### src/rtl/hrg_pkg.sv
package hrg_pkg;
  localparam int unsigned AW = 5;
  localparam int unsigned DW = 32;
  localparam int unsigned NW = 8;
  localparam int unsigned NIRQ = 3;

  localparam logic [AW-1:0] A_ISTATE = 5'd0;
  localparam logic [AW-1:0] A_IEN    = 5'd1;
  localparam logic [AW-1:0] A_ITEST  = 5'd2;
  localparam logic [AW-1:0] A_CFG    = 5'd3;
  localparam logic [AW-1:0] A_CMD    = 5'd4;
  localparam logic [AW-1:0] A_ERR    = 5'd5;
  localparam logic [AW-1:0] A_WIPE   = 5'd6;
  localparam logic [AW-1:0] A_KEY0   = 5'd8;
  localparam logic [AW-1:0] A_DIG0   = 5'd16;

  typedef enum logic [7:0] {
    ERR_NONE     = 8'd0,
    ERR_KEY_BUSY = 8'd1
  } err_e;

  typedef struct packed {
    logic dig_swap;
    logic in_swap;
    logic hash_en;
    logic keyed_en;
  } cfg_t;
endpackage

### src/rtl/hrg_cfg_key.sv
module hrg_cfg_key
  import hrg_pkg::*;
#(
  parameter int unsigned N_WORDS = NW,
  parameter int unsigned W = DW
) (
  input  logic                 clk_i,
  input  logic                 rst_ni,
  input  logic                 we_i,
  input  logic [AW-1:0]        addr_i,
  input  logic [W-1:0]         wdata_i,
  input  logic                 busy_i,
  input  logic                 wipe_i,
  input  logic                 err_clr_i,
  output cfg_t                 cfg_o,
  output logic [N_WORDS*W-1:0] key_o,
  output logic                 err_evt_o,
  output err_e                 err_code_o
);
  localparam logic [AW-1:0] KEY_END = AW'(A_KEY0 + N_WORDS);

  logic          key_hit;
  logic [AW-1:0] key_idx;
  logic [W-1:0]  key_q [N_WORDS];

  assign key_hit   = we_i && (addr_i >= A_KEY0) && (addr_i < KEY_END);
  assign key_idx   = addr_i - A_KEY0;
  assign err_evt_o = key_hit && busy_i;

  always_ff @(posedge clk_i or negedge rst_ni) begin
    if (!rst_ni) cfg_o <= '0;
    else if (we_i && addr_i == A_CFG && !busy_i) cfg_o <= cfg_t'(wdata_i[3:0]);
  end

  for (genvar i = 0; i < N_WORDS; i++) begin : g_key
    always_ff @(posedge clk_i or negedge rst_ni) begin
      if (!rst_ni) key_q[i] <= '0;
      else if (wipe_i) key_q[i] <= wdata_i;
      else if (key_hit && !busy_i && key_idx == AW'(i)) key_q[i] <= wdata_i;
    end
    assign key_o[(N_WORDS-1-i)*W +: W] = key_q[i];
  end

  always_ff @(posedge clk_i or negedge rst_ni) begin
    if (!rst_ni) err_code_o <= ERR_NONE;
    else if (err_evt_o) err_code_o <= ERR_KEY_BUSY;
    else if (err_clr_i) err_code_o <= ERR_NONE;
  end

  assert_cfg_hold_R2: assert property (@(posedge clk_i) disable iff (!rst_ni)
    (busy_i && we_i && addr_i == A_CFG) |=> $stable(cfg_o));
  assert_key_hold_R4: assert property (@(posedge clk_i) disable iff (!rst_ni)
    (busy_i && key_hit && !wipe_i) |=> $stable(key_o));
  assert_err_code_R4: assert property (@(posedge clk_i) disable iff (!rst_ni)
    (busy_i && key_hit) |=> err_code_o == ERR_KEY_BUSY);
  assert_err_clear_R5: assert property (@(posedge clk_i) disable iff (!rst_ni)
    (err_clr_i && !err_evt_o) |=> err_code_o == ERR_NONE);
endmodule

### src/rtl/hrg_intr.sv
module hrg_intr
  import hrg_pkg::*;
#(
  parameter int unsigned N = NIRQ
) (
  input  logic          clk_i,
  input  logic          rst_ni,
  input  logic          we_i,
  input  logic [AW-1:0] addr_i,
  input  logic [N-1:0]  wbits_i,
  input  logic [N-1:0]  hw_evt_i,
  output logic [N-1:0]  state_o,
  output logic [N-1:0]  en_o,
  output logic [N-1:0]  irq_o
);
  logic [N-1:0] clr, set;

  assign clr = (we_i && addr_i == A_ISTATE) ? wbits_i : '0;
  assign set = hw_evt_i | ((we_i && addr_i == A_ITEST) ? wbits_i : '0);

  always_ff @(posedge clk_i or negedge rst_ni) begin
    if (!rst_ni) begin
      state_o <= '0;
      en_o    <= '0;
    end else begin
      state_o <= (state_o & ~clr) | set;  // set wins over clear
      if (we_i && addr_i == A_IEN) en_o <= wbits_i;
    end
  end

  assign irq_o = state_o & en_o;

  for (genvar i = 0; i < N; i++) begin : g_chk
    assert_evt_wins_R8: assert property (@(posedge clk_i) disable iff (!rst_ni)
      hw_evt_i[i] |=> state_o[i]);
    assert_w1c_R7: assert property (@(posedge clk_i) disable iff (!rst_ni)
      (clr[i] && !set[i]) |=> !state_o[i]);
  end
endmodule

### src/rtl/hrg_digest.sv
module hrg_digest
  import hrg_pkg::*;
#(
  parameter int unsigned N_WORDS = NW,
  parameter int unsigned W = DW,
  localparam int unsigned IW = $clog2(N_WORDS)
) (
  input  logic                 clk_i,
  input  logic                 rst_ni,
  input  logic                 hash_en_i,
  input  logic                 swap_i,
  input  logic                 capture_i,
  input  logic [N_WORDS*W-1:0] core_digest_i,
  input  logic                 wipe_i,
  input  logic [W-1:0]         wipe_data_i,
  input  logic [IW-1:0]        rd_idx_i,
  output logic [W-1:0]         rd_word_o
);
  localparam int unsigned NB = W / 8;

  logic [W-1:0] dig_q [N_WORDS];
  logic [W-1:0] sel, rev;

  for (genvar i = 0; i < N_WORDS; i++) begin : g_word
    always_ff @(posedge clk_i or negedge rst_ni) begin
      if (!rst_ni) dig_q[i] <= '0;
      else if (!hash_en_i) dig_q[i] <= '0;
      else if (wipe_i) dig_q[i] <= wipe_data_i;
      else if (capture_i) dig_q[i] <= core_digest_i[(N_WORDS-1-i)*W +: W];
    end
  end

  assign sel = dig_q[rd_idx_i];
  for (genvar b = 0; b < NB; b++) begin : g_rev
    assign rev[b*8 +: 8] = sel[(NB-1-b)*8 +: 8];
  end
  assign rd_word_o = swap_i ? rev : sel;

  assert_clear_R11: assert property (@(posedge clk_i) disable iff (!rst_ni)
    !hash_en_i |=> (dig_q[0] == '0 && dig_q[N_WORDS-1] == '0));
  assert_capture_R9: assert property (@(posedge clk_i) disable iff (!rst_ni)
    (hash_en_i && capture_i && !wipe_i) |=> dig_q[0] == $past(core_digest_i[N_WORDS*W-1 -: W]));
endmodule

### src/rtl/hash_reg_guard.sv
module hash_reg_guard
  import hrg_pkg::*;
(
  input  logic            clk_i,
  input  logic            rst_ni,
  input  logic            reg_we_i,
  input  logic [AW-1:0]   reg_addr_i,
  input  logic [DW-1:0]   reg_wdata_i,
  output logic [DW-1:0]   reg_rdata_o,
  input  logic            core_busy_i,
  input  logic            core_done_i,
  input  logic            fifo_empty_i,
  input  logic [NW*DW-1:0] core_digest_i,
  output logic            keyed_en_o,
  output logic            hash_en_o,
  output logic            in_swap_o,
  output logic            dig_swap_o,
  output logic [NW*DW-1:0] key_o,
  output logic            start_o,
  output logic            process_o,
  output logic            irq_done_o,
  output logic            irq_empty_o,
  output logic            irq_err_o
);
  localparam int unsigned IW = $clog2(NW);
  localparam logic [AW-1:0] DIG_END = AW'(A_DIG0 + NW);

  cfg_t            cfg;
  err_e            err_code;
  logic            err_evt, err_clr, wipe;
  logic [NIRQ-1:0] istate, ien, irq;
  logic [DW-1:0]   dig_word;
  logic            cmd_wr;

  assign wipe    = reg_we_i && reg_addr_i == A_WIPE;
  assign err_clr = reg_we_i && reg_addr_i == A_ISTATE && reg_wdata_i[2];
  assign cmd_wr  = reg_we_i && reg_addr_i == A_CMD;

  hrg_cfg_key #(.N_WORDS(NW), .W(DW)) u_cfg_key (
    .clk_i, .rst_ni,
    .we_i      (reg_we_i),
    .addr_i    (reg_addr_i),
    .wdata_i   (reg_wdata_i),
    .busy_i    (core_busy_i),
    .wipe_i    (wipe),
    .err_clr_i (err_clr),
    .cfg_o     (cfg),
    .key_o     (key_o),
    .err_evt_o (err_evt),
    .err_code_o(err_code)
  );

  hrg_intr #(.N(NIRQ)) u_intr (
    .clk_i, .rst_ni,
    .we_i     (reg_we_i),
    .addr_i   (reg_addr_i),
    .wbits_i  (reg_wdata_i[NIRQ-1:0]),
    .hw_evt_i ({err_evt, fifo_empty_i, core_done_i}),
    .state_o  (istate),
    .en_o     (ien),
    .irq_o    (irq)
  );

  hrg_digest #(.N_WORDS(NW), .W(DW)) u_digest (
    .clk_i, .rst_ni,
    .hash_en_i    (cfg.hash_en),
    .swap_i       (cfg.dig_swap),
    .capture_i    (core_done_i),
    .core_digest_i(core_digest_i),
    .wipe_i       (wipe),
    .wipe_data_i  (reg_wdata_i),
    .rd_idx_i     (reg_addr_i[IW-1:0]),
    .rd_word_o    (dig_word)
  );

  always_ff @(posedge clk_i or negedge rst_ni) begin
    if (!rst_ni) begin
      start_o   <= 1'b0;
      process_o <= 1'b0;
    end else begin
      start_o   <= cmd_wr && reg_wdata_i[0];
      process_o <= cmd_wr && reg_wdata_i[1];
    end
  end

  always_comb begin
    reg_rdata_o = '0;
    if (reg_addr_i >= A_DIG0 && reg_addr_i < DIG_END) reg_rdata_o = dig_word;
    else begin
      case (reg_addr_i)
        A_ISTATE: reg_rdata_o = DW'(istate);
        A_IEN:    reg_rdata_o = DW'(ien);
        A_CFG:    reg_rdata_o = DW'(cfg);
        A_ERR:    reg_rdata_o = DW'(err_code);
        default:  reg_rdata_o = '0;
      endcase
    end
  end

  assign keyed_en_o  = cfg.keyed_en;
  assign hash_en_o   = cfg.hash_en;
  assign in_swap_o   = cfg.in_swap;
  assign dig_swap_o  = cfg.dig_swap;
  assign irq_done_o  = irq[0];
  assign irq_empty_o = irq[1];
  assign irq_err_o   = irq[2];

  assert_start_src_R6: assert property (@(posedge clk_i) disable iff (!rst_ni)
    (cmd_wr && reg_wdata_i[0]) |=> start_o);
  assert_err_irq_R4: assert property (@(posedge clk_i) disable iff (!rst_ni)
    err_evt |=> (istate[2] && err_code == ERR_KEY_BUSY));
endmodule

### config.mk
export PLATFORM = sky130hd
export DESIGN_NAME = hash_reg_guard
export DESIGN_NICKNAME = d
export VERILOG_FILES = /design/src/rtl/hrg_pkg.sv /design/src/rtl/hrg_cfg_key.sv /design/src/rtl/hrg_intr.sv /design/src/rtl/hrg_digest.sv /design/src/rtl/hash_reg_guard.sv
export SDC_FILE = /design/constraint.sdc
export NUM_CORES = 1
export LEC_CHECK = 0
export BUFFER_PORTS_ARGS = -buffer_cell sky130_fd_sc_hd__buf_2
export CAP_MARGIN = 20
export CELL_PAD_IN_SITES_DETAIL_PLACEMENT = 0
export CELL_PAD_IN_SITES_GLOBAL_PLACEMENT = 2
export CORE_MARGIN = 5
export CORE_UTILIZATION = 34
export CTS_BUF_LIST = sky130_fd_sc_hd__clkbuf_8
export CTS_CLUSTER_DIAMETER = 150
export DETAILED_ROUTE_END_ITERATION = 6
export GPL_TIMING_DRIVEN = 0
export PLACE_DENSITY_LB_ADDON = 0.12
export SETUP_SLACK_MARGIN = 0.15
export SYNTH_ARGS = -nofsm -noshare
export SYNTH_HDL_FRONTEND = slang
export SYNTH_HIERARCHICAL = 1
export SYNTH_SLANG_ARGS = --single-unit
export TNS_END_PERCENT = 5
### constraint.sdc
create_clock -name clk_i -period 2.1 [get_ports clk_i]
set_input_delay 0.315 -clock clk_i [delete_from_list [all_inputs] [get_ports clk_i]]
set_output_delay 0.315 -clock clk_i [all_outputs]
set_load 0.1 [all_outputs]
==> impl_metrics.env <==
export IMPL_drc=0
export IMPL_clk_path_buf_depth=3
export IMPL_yosys_warnings=6
export IMPL_synth_flop_cell="dfrtp_1"
export IMPL_antenna_found_initial=14
export IMPL_place_ws_ns=-1.38
export IMPL_drt_iter0_drc=937
export IMPL_worstSkewPairLatency_ns=0.69
export IMPL_n_fill_cell=6478
export IMPL_finalPower_mw=36.9
export IMPL_path_class="register to output port"
export IMPL_crit_slowest_cell="mux4_2"
export IMPL_vias=18500
export IMPL_peakVddDrop_mv=1.22
export IMPL_hold_slack_ns=-0.477
export IMPL_die_area_mm2=0.0756
export IMPL_fmax_ghz=0.344
export IMPL_cts_tree="built"
export IMPL_fin_crit_ns=2.91
export IMPL_synth_top_area_frac=0.550
export IMPL_crit_required_ns=1.78
export IMPL_coreArea_mm2=0.0698
export IMPL_avgViaCountPerCell=5.02
export IMPL_synth_area_top_cells="dfrtp_1 (55%), mux2i_1 (14%), mux2_2 (11%)"
export IMPL_worst_slack_ns=-0.808
export IMPL_power_frac_clock=0.265
export IMPL_cp_arrival_ns=2.59
export IMPL_synth_edff_count=0
export IMPL_avgSynthCellArea_um2=14.2
export IMPL_powerDensity_mw_per_mm2=1090
export IMPL_routedWlPerCell_um=27.0
export IMPL_drt_pass1_iterations=5
export IMPL_worst_path_most_repeated_cell="mux2i_2"
export IMPL_syn_area_mm2=0.0239
export IMPL_ys_seq_elements=525
export IMPL_start_util=0.342
export IMPL_synth_seq_area_share=0.550
export IMPL_synthArstFlopShare=1.00
export IMPL_cts_root_buf="clkbuf_8"
export IMPL_fin_cells=3691
export IMPL_period_share=1.38
export IMPL_gr_total_overflow=0
export IMPL_crit_family="multiplexers"
export IMPL_port_buffers=595
export IMPL_routed_wl_um=99700
export IMPL_yosysTopAreaCell="dfrtp_1"
export IMPL_cts_hold_buf=271
export IMPL_grt_pass1_wl_um=141000
export IMPL_final_util=0.485
export IMPL_worstMarginPinSlew_ns=1.03
export IMPL_grt_setup_unrepaired="true"
export IMPL_hold_violations=92
export IMPL_status="finished, violations left"
export IMPL_power_frac_comb=0.403
export IMPL_gp_congestion=0.840
export IMPL_end_kind="output port"
export IMPL_internal_power_mw=19.8
export IMPL_place_inst=3226
export IMPL_dieHeight_um=275
export IMPL_seqPwrFrac=0.332
export IMPL_ys_types=49
export IMPL_io_pins=596
export IMPL_slowest_delay_ns=0.52
export IMPL_drv_cap=0
export IMPL_hp_class="input port to asynchronous set/reset pin"
export IMPL_cp_max_fo=2
export IMPL_worst_path_buf_inv=1
export IMPL_syn_to_final_growth_pct=41.7
export IMPL_cp_cell_sequence="mux4_2 -> mux2i_2 -> mux2i_2 -> o2bb2ai_1 -> a221o_2 -> buf_12"
export IMPL_leakagePower_nw=16.7
export IMPL_fin_skew_ns=0.0175
export IMPL_grt_pass1_vias=20100
export IMPL_start_kind="register"
export IMPL_power_net_switching_mw=17.2
export IMPL_ant_nets=0
export IMPL_power_switching_share=0.465
export IMPL_row_count=97
export IMPL_dp_hpwl_um=72200
export IMPL_clock_sinks=525
export IMPL_syn_inst=1681
export IMPL_drive_gt1_frac=0.457
export IMPL_grt_total_usage=0.257
export IMPL_grt_max_degree=119
export IMPL_slew_viol_final=0
export IMPL_setup_viol=32
export IMPL_relSlewSlack=0.310
export IMPL_layout_nets=2971
export IMPL_fin_setup_tns_ns=-17.81
export IMPL_cts_reportedPaths_clkPinSlew_ns=0.06
export IMPL_violations="negative hold slack, negative setup slack"
export IMPL_htreeDepth=3
export IMPL_die_w_um=275
export IMPL_numCtsBuffers=96
## metrics by stage
step | hold WS (ns) | area [um2]
finish | -0.477 | 33800
global route | -0.437 | 33800
CTS | -0.382 | 33500
detailed placement | 0.376 | 28200
global placement | 0.470 | 28100
floorplan | 0.0194 | 23900
## per-layer routing
layer / vias up / routed length (um) / global-route usage
met4: 14 / 3020 / 0.0802
li1: 8244 / - / -
met1: 9522 / 40700 / 0.322
met5: - / 89 / 0
met2: 594 / 48800 / 0.432
met3: 157 / 7070 / 0.0741
## cells by family (layout without fill, tap and decap cells)
group	count (synthesis)	count (layout)	synth area share
multiplexers	651	651	0.333
flip-flops	525	525	0.550
AO/OA/AOI/OAI	310	310	0.0684
buffers and inverters	127	1185	0.0285
AND/OR/NAND/NOR	65	65	0.0190
adder cells (fa/ha/maj)	2	2	0.00105
other	1	13	0.000157
## cells in the final DEF (no fill, tap or decap), drive strengths merged, types with 2 or more instances in the layout
cell / n
nand3b: 3
clkinv: 13
a221o: 4
mux4: 64
nor2b: 3
ha: 2
a31oi: 2
buf: 679
mux2: 263
dfrtp: 525
a311o: 2
nor3: 3
a21oi: 258
diode: 6
nor4: 2
mux2i: 324
conb: 7
bufinv: 2
o21ai: 32
a22o: 4
and4: 3
clkbuf: 171
o2bb2ai: 3
dlygate4sd3: 271
inv: 48
or4b: 2
a21boi: 2
nand3: 2
nor4b: 2
and2: 27
nor2: 11
## synthesized netlist by cell type (10+ instances only)
| cell type | number |
|---|---|
| dfrtp_1 | 525 |
| mux2i_1 | 324 |
| a21oi_1 | 258 |
| mux2_2 | 223 |
| buf_2 | 57 |
| mux4_1 | 46 |
| clkbuf_1 | 43 |
| mux2_4 | 33 |
| o21ai_1 | 32 |
| and2_1 | 27 |
| mux4_2 | 18 |
| buf_6 | 14 |
| nor2_1 | 10 |
## what timing repair did
action,4_1_cts,5_1_grt
setup buffers,2,12
endpoints found under the setup margin,132,458
resized for setup,217,92
hold endpoints to repair,398,92
## final timing paths
kind / from / cells past startpoint / endpoint / slack, ns
max: u_digest/dig_q[24] / 6 / reg_rdata_o[0] / -0.81
min: rst_ni / 1 / u_digest/dig_q[163] / -0.48
max reg2reg: u_cfg_key/cfg_o[1] / 3 / u_digest/dig_q[203] / 0.21
min reg2reg: u_cfg_key/key_o[189] / 1 / u_cfg_key/key_o[189] / 0.49
max in group asynchronous: rst_ni / 4 / u_cfg_key/key_o[73] / 0.56
min in group clk_i: reg_wdata_i[20] / 2 / u_cfg_key/key_o[180] / 0.06
## power groups by stage
stage	combinational [mW]	clock, mW	sequential, mW
floorplan	2.46	0	20.9
finish	14.9	9.78	12.3
global route	15.3	10.5	12.4
CTS	14.9	10.1	12.3
global placement	14.3	0	12.4
detailed placement	14.3	0	12.4
## cell type report
| class | instances | area (um2) | share of cell area |
|---|---|---|---|
| sequential | 525 | 13100 | 0.389 |
| multi-input combinational | 1035 | 10400 | 0.307 |
| timing repair buffer | 885 | 6360 | 0.188 |
| clock buffer | 114 | 1570 | 0.0464 |
| tap | 940 | 1180 | 0.0348 |
| buffer | 122 | 825 | 0.0244 |
| clock inverter | 59 | 344 | 0.0102 |
| inverter | 5 | 18.8 | 0.000555 |
| antenna | 6 | 15.0 | 0.000444 |
## sequential cells by signal (all words and copies together), names as in the netlist
register / flops
start_o: 1
u_intr/state_o: 3
u_cfg_key/err_code_o: 1
u_cfg_key/key_o: 256
process_o: 1
u_cfg_key/cfg_o: 4
u_intr/en_o: 3
u_digest/dig_q: 256
Power figures use the tool's default switching activity.
